### src/rtl/ssi_pkg.sv
// Package: CPU-side addresses and constants shared by the scanline snooper.
// Assumes a 16-bit CPU address bus.
package ssi_pkg;
    localparam logic [15:0] ADDR_TARGET  = 16'h5203;
    localparam logic [15:0] ADDR_STATUS  = 16'h5204;
    localparam logic [15:0] ADDR_RENDER  = 16'h2001;
    localparam logic [15:0] ADDR_NMI_LO  = 16'hFFFA;
    localparam logic [15:0] ADDR_NMI_HI  = 16'hFFFB;
    localparam int          RENDER_BIT_A = 3;
    localparam int          RENDER_BIT_B = 4;
    localparam int          ENABLE_BIT   = 7;
endpackage

### src/rtl/ssi_match_detect.sv
// Module: watches picture-bus reads for a tile address repeated three
// times (line event) and for three idle clocks (bus idle).
// Assumes one read per asserted ppu_rd cycle and IDLE_CYCLES >= 2.
module ssi_match_detect #(
    parameter int PPU_AW      = 14,
    parameter int IDLE_CYCLES = 3
) (
    input  logic              clk,
    input  logic              rst_n,
    input  logic              ppu_rd,
    input  logic [PPU_AW-1:0] ppu_addr,
    input  logic              hist_clr,
    output logic              scan_evt,
    output logic              bus_idle
);
    localparam int IW = $clog2(IDLE_CYCLES + 1);

    logic [PPU_AW-1:0] prev_addr;
    logic              prev_vld;
    logic [1:0]        rep_cnt;
    logic [IW-1:0]     idle_cnt;
    logic              tile_nt;
    logic              hit;

    // Classify the current address as a nametable tile (not attribute) fetch.
    always_comb begin
        tile_nt = ppu_addr[PPU_AW-1]
                  && !(&ppu_addr[PPU_AW-1:8])
                  && !(&ppu_addr[9:6]);
        hit      = prev_vld && (prev_addr == ppu_addr) && tile_nt;
        scan_evt = ppu_rd && hit && (rep_cnt == 2'd1);
        bus_idle = !ppu_rd && (idle_cnt == IW'(IDLE_CYCLES - 1));
    end

    // Track the previous address and how many times it has repeated.
    always_ff @(posedge clk) begin
        if (!rst_n || hist_clr || bus_idle) begin
            prev_addr <= '0;
            prev_vld  <= 1'b0;
            rep_cnt   <= 2'd0;
        end else if (ppu_rd) begin
            prev_addr <= ppu_addr;
            prev_vld  <= 1'b1;
            if (!hit)
                rep_cnt <= 2'd0;
            else if (rep_cnt != 2'd2)
                rep_cnt <= rep_cnt + 2'd1;
        end
    end

    // Count consecutive clocks with no picture-bus read, saturating.
    always_ff @(posedge clk) begin
        if (!rst_n || ppu_rd)
            idle_cnt <= '0;
        else if (idle_cnt != IW'(IDLE_CYCLES))
            idle_cnt <= idle_cnt + 1'b1;
    end
endmodule

### src/rtl/ssi_line_counter.sv
// Module: in-frame flag, line counter and pending flag.
// Assumes frame_clr has priority over scan_evt in the same cycle.
module ssi_line_counter #(
    parameter int DW = 8
) (
    input  logic          clk,
    input  logic          rst_n,
    input  logic          scan_evt,
    input  logic          frame_clr,
    input  logic          ack,
    input  logic [DW-1:0] target,
    output logic          in_frame,
    output logic [DW-1:0] line_cnt,
    output logic          pending
);
    logic [DW-1:0] cnt_next;
    logic          tgt_hit;

    // Next count value and target comparison for an in-frame event.
    always_comb begin
        cnt_next = line_cnt + 1'b1;
        tgt_hit  = scan_evt && !frame_clr && in_frame
                   && (cnt_next == target) && (target != '0);
    end

    // Enter, advance or leave the frame.
    always_ff @(posedge clk) begin
        if (!rst_n) begin
            in_frame <= 1'b0;
            line_cnt <= '0;
        end else if (frame_clr) begin
            in_frame <= 1'b0;
        end else if (scan_evt) begin
            if (!in_frame) begin
                in_frame <= 1'b1;
                line_cnt <= '0;
            end else begin
                line_cnt <= cnt_next;
            end
        end
    end

    // Pending flag: set on a target hit, cleared by an acknowledge.
    always_ff @(posedge clk) begin
        if (!rst_n)
            pending <= 1'b0;
        else if (tgt_hit)
            pending <= 1'b1;
        else if (ack)
            pending <= 1'b0;
    end
endmodule

### src/rtl/ssi_fetch_counter.sv
// Module: counts pattern-table reads since the last line event.
// Assumes pattern reads are those with the top address bit clear.
module ssi_fetch_counter #(
    parameter int PPU_AW  = 14,
    parameter int FETCH_W = 8
) (
    input  logic               clk,
    input  logic               rst_n,
    input  logic               ppu_rd,
    input  logic [PPU_AW-1:0]  ppu_addr,
    input  logic               scan_evt,
    output logic [FETCH_W-1:0] line_fetches
);
    // Saturating count, restarted at each line event.
    always_ff @(posedge clk) begin
        if (!rst_n || scan_evt)
            line_fetches <= '0;
        else if (ppu_rd && !ppu_addr[PPU_AW-1] && !(&line_fetches))
            line_fetches <= line_fetches + 1'b1;
    end
endmodule

### src/rtl/ssi_cpu_port.sv
// Module: CPU-side decode: target and enable registers, frame-clear
// strobes from vector fetches and rendering writes, and read data.
// Assumes DW >= 8 so that the enable and rendering bits exist.
module ssi_cpu_port #(
    parameter int DW = 8
) (
    input  logic          clk,
    input  logic          rst_n,
    input  logic          cpu_rd,
    input  logic          cpu_wr,
    input  logic [15:0]   cpu_addr,
    input  logic [DW-1:0] cpu_wdata,
    input  logic          pending,
    input  logic          in_frame,
    output logic [DW-1:0] target,
    output logic          irq_en,
    output logic          nmi_fetch,
    output logic          render_off,
    output logic          ack,
    output logic [DW-1:0] cpu_rdata
);
    import ssi_pkg::*;

    // Decode strobes and select read data.
    always_comb begin
        nmi_fetch  = cpu_rd && ((cpu_addr == ADDR_NMI_LO) || (cpu_addr == ADDR_NMI_HI));
        render_off = cpu_wr && (cpu_addr == ADDR_RENDER)
                     && !cpu_wdata[RENDER_BIT_A] && !cpu_wdata[RENDER_BIT_B];
        ack        = cpu_rd && (cpu_addr == ADDR_STATUS);
        if (cpu_addr == ADDR_TARGET)
            cpu_rdata = target;
        else if (cpu_addr == ADDR_STATUS)
            cpu_rdata = {pending, in_frame, {(DW-2){1'b0}}};
        else
            cpu_rdata = '0;
    end

    // Target and enable registers.
    always_ff @(posedge clk) begin
        if (!rst_n) begin
            target <= '0;
            irq_en <= 1'b0;
        end else if (cpu_wr) begin
            if (cpu_addr == ADDR_TARGET)
                target <= cpu_wdata;
            if (cpu_addr == ADDR_STATUS)
                irq_en <= cpu_wdata[ENABLE_BIT];
        end
    end
endmodule

### src/rtl/scanline_snoop_irq.sv
// Module: top of the fetch-snooping scanline interrupt.
// Assumes picture-bus reads and CPU accesses share clk.
module scanline_snoop_irq #(
    parameter int PPU_AW      = 14,
    parameter int DW          = 8,
    parameter int IDLE_CYCLES = 3,
    parameter int FETCH_W     = 8
) (
    input  logic               clk,
    input  logic               rst_n,
    input  logic               ppu_rd,
    input  logic [PPU_AW-1:0]  ppu_addr,
    input  logic               cpu_rd,
    input  logic               cpu_wr,
    input  logic [15:0]        cpu_addr,
    input  logic [DW-1:0]      cpu_wdata,
    output logic [DW-1:0]      cpu_rdata,
    output logic               irq,
    output logic [FETCH_W-1:0] line_fetches
);
    logic          scan_evt;
    logic          bus_idle;
    logic          nmi_fetch;
    logic          render_off;
    logic          hist_clr;
    logic          frame_clr;
    logic          ack;
    logic          in_frame;
    logic          pending;
    logic          irq_en;
    logic [DW-1:0] target;
    logic [DW-1:0] line_cnt;

    // Combine the frame-leave conditions.
    always_comb begin
        hist_clr  = nmi_fetch || render_off;
        frame_clr = hist_clr || bus_idle;
        irq       = pending && irq_en;
    end

    ssi_match_detect #(.PPU_AW(PPU_AW), .IDLE_CYCLES(IDLE_CYCLES)) match_i (
        .clk(clk), .rst_n(rst_n), .ppu_rd(ppu_rd), .ppu_addr(ppu_addr),
        .hist_clr(hist_clr), .scan_evt(scan_evt), .bus_idle(bus_idle)
    );

    ssi_line_counter #(.DW(DW)) line_i (
        .clk(clk), .rst_n(rst_n), .scan_evt(scan_evt), .frame_clr(frame_clr),
        .ack(ack), .target(target), .in_frame(in_frame), .line_cnt(line_cnt),
        .pending(pending)
    );

    ssi_fetch_counter #(.PPU_AW(PPU_AW), .FETCH_W(FETCH_W)) fetch_i (
        .clk(clk), .rst_n(rst_n), .ppu_rd(ppu_rd), .ppu_addr(ppu_addr),
        .scan_evt(scan_evt), .line_fetches(line_fetches)
    );

    ssi_cpu_port #(.DW(DW)) cpu_i (
        .clk(clk), .rst_n(rst_n), .cpu_rd(cpu_rd), .cpu_wr(cpu_wr),
        .cpu_addr(cpu_addr), .cpu_wdata(cpu_wdata), .pending(pending),
        .in_frame(in_frame), .target(target), .irq_en(irq_en),
        .nmi_fetch(nmi_fetch), .render_off(render_off), .ack(ack),
        .cpu_rdata(cpu_rdata)
    );
endmodule

### config.mk
export PLATFORM = sky130hd
export DESIGN_NAME = scanline_snoop_irq
export DESIGN_NICKNAME = d
export VERILOG_FILES = /design/src/rtl/ssi_pkg.sv /design/src/rtl/ssi_match_detect.sv /design/src/rtl/ssi_line_counter.sv /design/src/rtl/ssi_fetch_counter.sv /design/src/rtl/ssi_cpu_port.sv /design/src/rtl/scanline_snoop_irq.sv
export SDC_FILE = /design/constraint.sdc
export NUM_CORES = 1
export LEC_CHECK = 0
export BUFFER_PORTS_ARGS = -buffer_cell sky130_fd_sc_hd__buf_2
export CORE_UTILIZATION = 55
export DETAILED_ROUTE_END_ITERATION = 7
export PLACE_DENSITY = 0.88
export SETUP_SLACK_MARGIN = 0.05
export SLEW_MARGIN = 20
export SYNTH_ARGS = -nofsm -noshare
export SYNTH_HDL_FRONTEND = slang
export SYNTH_HIERARCHICAL = 1
export SYNTH_SLANG_ARGS = --single-unit
### constraint.sdc
create_clock -name clk -period 2.9 [get_ports clk]
set_input_delay 0.29 -clock clk [delete_from_list [all_inputs] [get_ports clk]]
set_output_delay 0.29 -clock clk [all_outputs]
set_load 0.005 [all_outputs]
==> metrics.txt, run 1 <==
most instantiated library cell after synthesis=dfxtp_1; final worst-path cycle share=89.1%; Core Rows=25; total number of vias=2674; Switching Share=24.5%; Final Cell Area=0.00329 mm²; synthesized flop and latch total=46; clk root buf=clkbuf_8; CTS tree=done; Initial Util=59.1%; DRC viols=0; Netlist cell types=62; Core ar.=0.00488 mm²; maximum fanout along the worst path=12; Synth Area in XOR/XNOR=6.98%; cell area power density=363 mW/mm²; drt total wl=6.49 mm; Initial DRC Count=236; CTS Buf Count=5; antenna violations before repair=0; Switch Pwr=0.000293 W; top layer reached by signal wires=met4; Fin Clk Skew=0.00703 ns; Final Setup Violations=0; crit path launch type=flip-flop; largest area contributor in the netlist=dfxtp_1; crit path time final=2.58 ns; worst vdd ir=0.000273 V; layout cells sized above 1=22.4%; asr flop ratio synth=0%; fmax=387 MHz; post-synthesis sequential area ratio=31.9%; leakage=1.39 nW; MaxCap Viol Count=0; clock sink count=46; number of enable flip-flop cells after synthesis=0; DRT antenna net count=0; clk slew on worst S/H paths=0.08 ns; CTS Buffer Depth=2; Post-synth top cells=46 x dfxtp_1, 34 x nor2_1, 21 x nand2_1, 19 x nand4_1; WHS=0.246 ns; die area=0.00554 mm²; Post-Synthesis Mean Instance Area=8.58 µm²; Layout area overhead=14.1%; Seq pwr share=55.1%; placed cell area=0.00320 mm²; Routed met1 length=2.80 mm; routed wl met2=3.37 mm; GP Congestion=0.828; insertion delay to the later sink of the worst-skew pair=0.30 ns; met3 wire length=186 µm; setup tns final=0 ns; setup bufs post-CTS=0; hold crit path type=primary input to flip-flop; Hold Fails Final Rpt=0; post-synthesis compound-gate area fraction=15.3%; die width=74.4 µm; detailed placer's ending HPWL=4.80 mm; Synth top area share=31.9%; vias in the first global route=2495; Top Ports=60; via/cell ratio=5.86; Synth Instances=336; routed len/inst=14.2 µm; Internal=0.000903 W; first-pass GRT wire length=10.9 mm; global route overflow=0; nets=437; multiplexer area fraction after synthesis=6.72%; Mapped Nets=385; Critical Path RT=3.13 ns; H-tree Lvls=2; largest net degree at the start of global routing=19; drt first pass iters=5; final-report max-slew violation count=0; clock power share=33.6%; Data arrival, critical path=2.82 ns; adder and majority gate portion of the synthesized area=2.60%; Worst-Margin Slew=0.509 ns; cell area after synthesis=0.00288 mm²; main flop type after synthesis=dfxtp_1; PostCTS Resize Cnt=0; relative slew slack=66.0%; Synth Area in Simple Gates=31.1%; status=finished, final reports clean; top post-synthesis cells by area=dfxtp_1 32%, mux2i_1 5.6%, nor2_1 4.4%, nand4_1 4.1%, xnor2_1 3.6%; largest family of logic cells by synthesized area=simple AND/OR/NAND/NOR gates; Die H=74.4 µm; Combinational Power Share=11.3%; GRT Util Overall=25.4%; nature of the critical path endpoint=flip-flop; Post-CTS Hold Fix Bufs=0; Diodes inserted=0; Ys Warns=6; WS Path Type=flip-flop to flip-flop; Port Buffers=59; RSZ-0062 raised after global routing=no
placed cells by master, fill, tap and decap left out, types with 5 or more instances in the layout:
| cell | netlist | layout |
|---|---|---|
| inv_1 | 6 | 6 |
| dfxtp_1 | 46 | 46 |
| clkbuf_8 | 0 | 6 |
| nor2_1 | 34 | 34 |
| buf_4 | 2 | 8 |
| mux2i_1 | 16 | 16 |
| o31ai_1 | 10 | 10 |
| nand2b_1 | 5 | 5 |
| and3_1 | 7 | 7 |
| nor2b_1 | 11 | 11 |
| xnor2_1 | 12 | 12 |
| ha_1 | 6 | 6 |
| nand4_1 | 19 | 19 |
| buf_2 | 9 | 59 |
| o21ai_1 | 5 | 5 |
| nor3_1 | 6 | 6 |
| and2_1 | 5 | 5 |
| a21oi_1 | 16 | 16 |
| nand3_1 | 6 | 6 |
| nand2_1 | 21 | 21 |
| xor2_1 | 11 | 11 |
| nor4_1 | 5 | 5 |
power groups by stage:
stage	logic [W]	registers (W)	clock network, W
floorplan	0.0000767	0.000672	0
global placement	0.000130	0.000673	0
global route	0.000149	0.000661	0.000445
finish	0.000135	0.000659	0.000402
detailed placement	0.000134	0.000674	0
CTS	0.000135	0.000659	0.000414
metrics by stage:
| stage | worst slack [ns] | utilization [%] | power, W | cells |
|---|---|---|---|---|
| 6_report | 0.316 | 67.4 | 0.00120 | 456 |
| 5_1_grt | 0.153 | 67.4 | 0.00126 | 456 |
| 4_1_cts | 0.346 | 67.4 | 0.00121 | 456 |
| 3_5_place_dp | 0.124 | 65.6 | 0.000808 | 448 |
| 3_3_place_gp | 0.314 | 65.6 | 0.000802 | 448 |
| 2_1_floorplan | 0.290 | - | 0.000748 | 336 |
final timing paths:
kind / cells after the start / slack [ns] / endpoint / from
worst max-delay path: 10 / 0.32 / line_i/line_cnt[3] / match_i/prev_addr[9]
worst min-delay path: 3 / 0.25 / cpu_i/target[1] / cpu_wdata[1]
worst max register to register: 10 / 0.32 / line_i/line_cnt[3] / match_i/prev_addr[9]
worst min register to register: 2 / 0.50 / fetch_i/line_fetches[1] / fetch_i/line_fetches[1]
cells by family after synthesis:
group	after synthesis
DFF	46
and+or+nand+nor	150
xor gates and xnor gates	23
AOI/OAI and AO/OA	62
muxes	19
buffers and inverters	30
adders and majority gates	6
layer usage:
metal / global-route usage (%) / vias up
met5: 0 / -
met4: 11.1 / 0
met3: 3.52 / 13
met2: 45.7 / 52
met1: 29.8 / 1270
li1: - / 1339
flip-flops by register name, indices dropped and copies added, names as in the netlist:
name	count
match_i/prev_addr	14
cpu_i/target	8
fetch_i/line_fetches	8
line_i/line_cnt	8
match_i/idle_cnt	2
match_i/rep_cnt	2
cpu_i/irq_en	1
line_i/in_frame	1
line_i/pending	1
match_i/prev_vld	1
area by class of cell:
type                    count  area (µm²)
well taps                  67        83.8
repair buffers             67         355
clock inverters             1        5.00
inverters                   8        30.0
multi-input cells         260        1810
flip-flops and latches     46         921
clock buffers               7        86.3
fillers                   403        1590
worst max-delay path, stage by stage, from the launching register on:
cell	delay, ns
dfxtp_1	0.32
xnor2_1	0.22
nand2_1	0.08
or4_4	0.51
nor4_2	0.33
buf_4	0.19
nand2b_1	0.14
buf_4	0.22
nor3_1	0.19
o21ai_0	0.13
a21boi_1	0.17
No activity file was read; power rests on OpenSTA's default activity.
==> run 2, diff against run 1 <==
Settings changed: BUFFER_PORTS_ARGS -buffer_cell sky130_fd_sc_hd__buf_2 to default, CORE_UTILIZATION 55 to 50, DONT_BUFFER_PORTS from default to 1, PLACE_DENSITY 0.88 to 0.73, SETUP_SLACK_MARGIN 0.05 to default.
==> metrics.txt, run 2 (synthesis results as in run 1) <==
status=finished, final reports clean (unchanged); final setup margin=0.363 ns (was 0.316 ns); Critical Path RT=3.13 ns (about the same); final-report max-slew violation count=0 (unchanged); DRC viols=0 (unchanged); leakage=1.13 nW (was 1.39 nW); slowest stage delay, CP=0.51 ns (about the same); dpl ws=0.320 ns (was 0.124 ns); Layout Cells excl Fill=401 (was 456); Final Setup Violations=0 (unchanged); Critical Path, Cell by Cell=xnor2_1 > nand2_1 > or4_4 > nor4_2 > buf_4 > nand4b_1 > a2111o_1 > a21oi_2 > o211ai_1 > o21ai_1 (was xnor2_1 > nand2_1 > or4_4 > nor4_2 > buf_4 > nand2b_1 > buf_4 > nor3_1 > o21ai_0 > a21boi_1); nets=377 (was 437); H-tree Lvls=2 (unchanged); hold crit path type=primary input to flip-flop (unchanged); antenna violations before repair=0 (unchanged); layout cells sized above 1=8.81% (was 22.4%); cell area power density=379 mW/mm² (was 363 mW/mm²); Diodes inserted=0 (unchanged); worst vdd ir=0.000269 V (was 0.000273 V); detailed placer's ending HPWL=4.39 mm (was 4.80 mm); setup bufs post-CTS=0 (unchanged); die area=0.00608 mm² (was 0.00554 mm²); most common cell after layout, fill and taps aside=dfxtp_1 (was buf_2); fillcell total=528 (was 403); MaxCap Viol Count=0 (unchanged); Port Buffers=0 (was 59); fmax=394 MHz (was 387 MHz); maximum fanout along the worst path=5 (was 12); Crit path max-delay family=simple AND/OR/NAND/NOR gates (unchanged); insertion delay to the later sink of the worst-skew pair=0.30 ns (about the same); drt first pass iters=6 (was 5); Post-CTS Hold Fix Bufs=0 (unchanged); total number of vias=2442 (was 2674); Hold Fails Final Rpt=0 (unchanged); Placed Cells=393 (was 448); Initial Util=52.1% (was 59.1%); commonest non-fill, non-tap cells in the layout=46 x dfxtp_1, 34 x nor2_1, 21 x nand2_1 (was 59 x buf_2, 46 x dfxtp_1, 34 x nor2_1); register area=921 µm² (unchanged); Worst path slowest cell=or4_4 (unchanged); Core ar.=0.00554 mm² (was 0.00488 mm²); first-pass GRT wire length=10.3 mm (was 10.9 mm); global route overflow=0 (unchanged); largest net degree at the start of global routing=27 (was 19); WP buf/inv=1 (was 2); Layout area overhead=3.90% (was 14.1%); GP Congestion=0.799 (was 0.828); crit path time final=2.54 ns (was 2.58 ns); WS Path Type=flip-flop to flip-flop (unchanged); clk root buf=clkbuf_8 (unchanged); most flop-heavy register=match_i/prev_addr (unchanged); Final Util=54.1% (was 67.4%); setup tns final=0 ns (unchanged); CTS Buf Count=5 (unchanged); nature of the critical path endpoint=flip-flop (unchanged); crit path launch type=flip-flop (unchanged); CTS tree=done (unchanged); Data arrival, critical path=2.77 ns (was 2.82 ns); clock sink count=46 (unchanged); RSZ-0062 raised after global routing=no (unchanged); Top Ports=60 (unchanged); Fin Clk Skew=0.00990 ns (was 0.00703 ns); die width=77.9 µm (was 74.4 µm); GRT Util Overall=20.9% (was 25.4%); DRT antenna net count=0 (unchanged); vias in the first global route=2246 (was 2495); WHS=0.0919 ns (was 0.246 ns); clk slew on worst S/H paths=0.09 ns (was 0.08 ns); CTS Buffer Depth=2 (unchanged); via/cell ratio=6.09 (was 5.86); routed len/inst=15.1 µm (was 14.2 µm); Multi-input gate area=0.00182 mm² (was 0.00181 mm²); final worst-path cycle share=87.5% (was 89.1%); relative slew slack=65.3% (was 66.0%); PostCTS Resize Cnt=0 (unchanged); Initial DRC Count=110 (was 236); drt total wl=6.07 mm (was 6.49 mm); max reg flops=14 (unchanged); Core Rows=27 (was 25); Die H=77.9 µm (was 74.4 µm); Worst-Margin Slew=0.519 ns (was 0.509 ns)
==> run 2: final cells by class <==
| type | count | share of cell area (%) |
|---|---|---|
| tap | 72 | 3.01 |
| multi-input combinational | 260 | 60.6 |
| clock inverter | 3 | 0.626 |
| sequential | 46 | 30.7 |
| timing repair buffer | 7 | 1.75 |
| inverter | 8 | 1.00 |
| clock buffer | 5 | 2.30 |
==> run 2: final timing paths <==
kind	startpoint	to	slack [ns]	depth (start not counted)
worst max-delay path	match_i/prev_addr[9]	line_i/pending	0.36	10
worst min-delay path	ppu_rd	match_i/rep_cnt[0]	0.09	1
worst max register to register	match_i/prev_addr[9]	line_i/pending	0.36	10
worst min register to register	match_i/prev_vld	match_i/prev_vld	0.48	2
==> run 2: stage by stage <==
stage | total power (W) | area (µm²)
finish | 0.00114 | 3000
global route | 0.00119 | 3000
CTS | 0.00115 | 3000
detailed placement | 0.000755 | 2910
global placement | 0.000751 | 2910
floorplan | 0.000748 | 2880
==> run 2: per-layer routing <==
layer  routed length [µm]  global-route usage, %  vias to the layer above  part of all wire [%]
met2                 2820                   34.9                       57                    47
met3                  267                   4.82                       12                   4.4
met4                   77                   6.30                        0                   1.3
met1                 2900                   26.8                     1153                    48
li1                     -                      -                     1220                     -
met5                    0                      0                        -                     0
==> run 2: report_power, final <==
part	internal [W]	leakage [nW]	switching [W]	total, W
clock	0.000170	0.0483	0.000227	0.000397
combinational	0.0000425	0.703	0.0000383	0.0000809
sequential	0.000647	0.374	0.0000121	0.000659
total	0.000860	1.13	0.000277	0.00114
